File: src/rtl/spi_nor_cmd_fe.sv
`timescale 1ns/1ps
module spi_nor_cmd_fe #(
  parameter logic [23:0] ID_CODE    = 24'h20BA19,
  parameter logic [7:0]  FLAG_READY = 8'h80
) (
  input  logic        clk,
  input  logic        rst_n,
  input  logic        cs_n,
  input  logic        rx_valid,
  input  logic [7:0]  rx_byte,
  output logic [7:0]  tx_byte,
  output logic        mem_req,
  output logic [7:0]  mem_cmd,
  output logic [31:0] mem_addr
);
  localparam logic [7:0] OP_WEN   = 8'h06;
  localparam logic [7:0] OP_4B_ON = 8'hB7;
  localparam logic [7:0] OP_4B_OFF= 8'hE9;
  localparam logic [7:0] OP_BANKW = 8'hC5;
  localparam logic [7:0] OP_BANKR = 8'hC8;
  localparam logic [7:0] OP_ARM   = 8'h66;
  localparam logic [7:0] OP_RST   = 8'h99;
  localparam logic [7:0] OP_FLAG  = 8'h70;
  localparam logic [7:0] OP_IDENT = 8'h9F;
  localparam logic [7:0] IDLE_TX  = 8'hFF;

  typedef enum logic [2:0] {ST_IDLE, ST_ADDR, ST_BANKW, ST_IDENT, ST_FLAG, ST_SINK} st_t;

  st_t         st;
  logic [23:0] sh;
  logic [1:0]  cnt;
  logic        four_b, wel, armed;
  logic [7:0]  bank;

  logic is_array_op, last_addr;
  assign is_array_op = rx_byte inside {8'h03, 8'h0B, 8'h02, 8'hA2, 8'h32, 8'h20, 8'h52, 8'hD8};
  assign last_addr   = (cnt == (four_b ? 2'd3 : 2'd2));

  always_ff @(posedge clk or negedge rst_n) begin
    if (!rst_n) begin
      st <= ST_IDLE; sh <= '0; cnt <= '0;
      four_b <= 1'b0; wel <= 1'b0; armed <= 1'b0; bank <= '0;
      tx_byte <= IDLE_TX; mem_req <= 1'b0; mem_cmd <= '0; mem_addr <= '0;
    end else begin
      mem_req <= 1'b0;
      if (cs_n) begin
        st <= ST_IDLE; cnt <= '0; tx_byte <= IDLE_TX;
      end else if (rx_valid) begin
        case (st)
          ST_IDLE: begin
            tx_byte <= IDLE_TX;
            st      <= ST_SINK;
            if (is_array_op) begin
              st <= ST_ADDR; cnt <= '0; mem_cmd <= rx_byte;
            end else begin
              case (rx_byte)
                OP_WEN:    wel <= 1'b1;
                OP_4B_ON:  four_b <= 1'b1;
                OP_4B_OFF: four_b <= 1'b0;
                OP_ARM:    armed <= 1'b1;
                OP_RST: if (armed) begin
                  st <= ST_IDLE; sh <= '0; cnt <= '0;
                  four_b <= 1'b0; wel <= 1'b0; armed <= 1'b0; bank <= '0;
                  mem_cmd <= '0; mem_addr <= '0;
                end
                OP_BANKW: if (wel) st <= ST_BANKW;
                OP_BANKR: tx_byte <= bank;
                OP_FLAG: begin tx_byte <= FLAG_READY; st <= ST_FLAG; end
                OP_IDENT: begin tx_byte <= ID_CODE[23:16]; st <= ST_IDENT; cnt <= '0; end
                default: ;
              endcase
            end
          end
          ST_ADDR: begin
            sh  <= {sh[15:0], rx_byte};
            cnt <= cnt + 2'd1;
            if (last_addr) begin
              mem_req  <= 1'b1;
              mem_addr <= four_b ? {sh, rx_byte} : {6'd0, bank[1:0], sh[15:0], rx_byte};
              st       <= ST_SINK;
            end
          end
          ST_BANKW: begin bank <= rx_byte; st <= ST_SINK; end
          ST_IDENT: begin
            cnt <= cnt + 2'd1;
            case (cnt)
              2'd0:    tx_byte <= ID_CODE[15:8];
              2'd1:    tx_byte <= ID_CODE[7:0];
              default: begin tx_byte <= IDLE_TX; st <= ST_SINK; end
            endcase
          end
          ST_FLAG: tx_byte <= FLAG_READY;
          default: tx_byte <= IDLE_TX;
        endcase
      end
    end
  end
endmodule


File: config.mk
export PLATFORM = sky130hd
export DESIGN_NAME = spi_nor_cmd_fe
export DESIGN_NICKNAME = d
export VERILOG_FILES = /design/src/rtl/spi_nor_cmd_fe.sv
export SDC_FILE = /design/constraint.sdc
export NUM_CORES = 1
export LEC_CHECK = 0
export ABC_CLOCK_PERIOD_IN_PS = 2200
export BUFFER_PORTS_ARGS = -buffer_cell sky130_fd_sc_hd__buf_2
export CAP_MARGIN = 5
export CORE_UTILIZATION = 50
export CTS_BUF_LIST = sky130_fd_sc_hd__clkbuf_8
export DETAILED_ROUTE_END_ITERATION = 16
export HOLD_SLACK_MARGIN = 0.05
export PLACE_DENSITY_LB_ADDON = 0.12
export REMOVE_ABC_BUFFERS = 1
export SLEW_MARGIN = 20
export SYNTH_ARGS = -nofsm -noshare
export SYNTH_HDL_FRONTEND = slang
export SYNTH_SLANG_ARGS = --single-unit
File: constraint.sdc
create_clock -name clk -period 2.2 [get_ports clk]
set_input_delay 0 -clock clk [delete_from_list [all_inputs] [get_ports clk]]
set_output_delay 0 -clock clk [all_outputs]
set_load 0.02 [all_outputs]
==> reports/metrics.cfg <==
[run_status]
status=finished clean

[synthesis]
synth_top_area_share_pct=49.83
seq_area_frac_synth_pct=55.00
synth_edf_count=0
ys.flop_type=dfrtp_1
ys_types=57
synth_area_per_cell_um2=10.79
synth_area_mm2=0.004068
synth_common_cells=dfrtp_1 (81), nand2_1 (55), a22o_1 (48)
ys_warn_count=0
ys_async_sr_fraction_pct=100.0
postSynthCellCount=377
yosys.area.top_type=dfrtp_1
synth_seq_cells=89
yosys-top-cells-area=dfrtp_1 (50%), a22o_1 (10%), dfstp_2 (5.2%)
post-synth-top-count-cell=dfrtp_1

[clocking]
numCtsBuffers=9
root_buffer=clkbuf_8
cts-resized-gates=0
clk_path_buf_depth=2
postCtsSetupBuffers=0
holdBufCountCts=11
cts.htree.levels=3
cts_sinks=89
tritoncts=built
clk_latency_ns=0.36
clk_pin_slew_ns=0.09

[pwr]
peakVddDrop_uv=324.4
p_leak_nw=2.417
finalPower_mw=3.537
powerDensity_mw_per_mm2=744.1

[cells_and_area]
nNetsFinal=458
num_antenna_cells=0
drive_gt1_share_pct=23.88
synthToLayoutAreaGrowth_pct=16.86
fin_util_pct=60.88
final_cells=550

[global_route]
gr-total-overflow=0
grt_start_max_net_pins=53
grt.met1_usage_pct=34.74
grt_pass1_vias=3202
top_usage_layer=met2
grt_util_met3_pct=3.897
grtUsageMet2_pct=38.18
grt_use_total_pct=24.28
antenna_found_initial=0
grt_pass1_wl_mm=15.99

[critical_path]
crit_end=mem_cmd[2]
crit_required_ns=2.46
r2r_slack_ns=0.39
max_stage_delay_ns=0.56
worstPathMaxFanout=15
cp_cell_sequence=dlygate4sd3_1 -> buf_2 -> or4_1 -> nor4_1 -> a31oi_1 -> a21bo_1 -> and3_1
slowest_stage=or4_1
arrival_ns=2.30
rr_endpoint=mem_addr[27]
start_kind=input port
r2r_start=st[0]
crit_type=in -> reg
worst_setup_path_end_kind=register
reg2reg_depth=5
crit_start=rx_byte[5]

[timing]
rsz0062_at_grt=no
finalSetupViolCount=0
finalCritPeriodShare_pct=92.69
worst_slew_margin_rel_pct=55.90
hold_slack_ns=0.1322
setup_ws_ns=0.1609
hold_viol_final=0
layout_min_cycle_time_ns=2.039
worst_pin_slew_ns=0.6586
maxSlewViolCount=0
finClkSkew_ns=0.01419
fmax_mhz=490.4

[floorplanning]
dieArea_mm2=0.008500
die_x_um=92.20
io_pins=61
rows=32
core_area_mm2=0.007807
chipHeight_um=92.20
start_util_pct=52.10

[routing]
vias=3249
wire_per_inst_um=17.18
drtIter0Drc=215
via_per_inst=5.907
firstDrtPassIters=5
drtAntennaViolNets=0
drc_errors=0
routed_wl_mm=9.450

[placed_design]
place_hpwl_mm=6.434
gp_congestion=0.9633
place_ws_ns=0.4290
dp_cells=524
io_buffers=60

[worst_hold_path]
hold_path.class=in -> async

[flow_run]
drv_cap=0

metal layers:
layer / vias up / share of wire, %
met5: - / 0
met4: 0 / 1.1
met3: 11 / 4.7
met2: 111 / 48
met1: 1618 / 46
li1: 1509 / -
power by group:
part	leakage, nW	switching, mW	internal (mW)
sequential	1.18	0.138	1.82
combinational	1.13	0.282	0.214
clock	0.0979	0.569	0.515
layout by cell type (no fill, tap or decap), drive strengths merged, types with 3 or more instances in the layout:
cell,instances
dfrtp,81
buf,74
nand2,55
a22o,48
nor2,19
nand3,15
inv,14
nand4,12
a21oi,12
dlygate4sd3,11
nor3,10
a31oi,9
clkbuf,9
dfstp,8
mux2i,7
nor2b,6
o211ai,4
nor4,3
and3,3
nand4b,3
o21ai,3
worst max-delay path: cells and delay by family:
family,cells,cell delay (ns)
and+or+nand+nor,3,1.03
buffers and inverters,2,0.75
AOI/OAI and AO/OA,2,0.52
cell type report:
type / count / area [um2]
flip-flops and latches: 89 / 2237
inverters: 12 / 45.04
clock buffers: 9 / 123.9
repair buffers: 85 / 543.0
fillers: 670 / 3054
multi-input cells: 247 / 1614
well taps: 102 / 127.6
clock inverters: 6 / 62.56
worst min-delay path by stage:
stage,start,end,slack [ns]
global placement,rst_n,mem_addr[23],-0.02
detailed placement,rst_n,mem_addr[23],-0.004
global route,rst_n,mem_addr[23],0.17
finish,rst_n,mem_addr[23],0.13
CTS,rst_n,mem_addr[23],0.14
floorplan,rst_n,armed,-0.30
stage by stage:
step	TNS, ns	cell area, um2
after CTS	0	4753
after detailed placement	0	4457
after floorplan	-0.3454	3896
after global placement	0	4457
after global routing	0	4753
final	0	4753
registers in the layout, indices dropped and copies added (netlist names):
register and flops:
wel 1, bank 8, cnt 2, four_b 1, mem_req 1, armed 1
sh 24, st 3, mem_cmd 8, mem_addr 32, tx_byte 8
cell families (layout without fill, tap and decap cells):
group | count (synthesis) | after routing | synth area share (%)
AOI/OAI and AO/OA | 93 | 93 | 17.93
xor gates and xnor gates | 2 | 2 | 0.4307
adders and majority gates | 2 | 2 | 0.6151
buffers and inverters | 41 | 112 | 5.321
DFF | 89 | 89 | 55.00
muxes | 9 | 9 | 2.276
and+or+nand+nor | 141 | 141 | 18.43
Power figures use the tool's default switching activity.
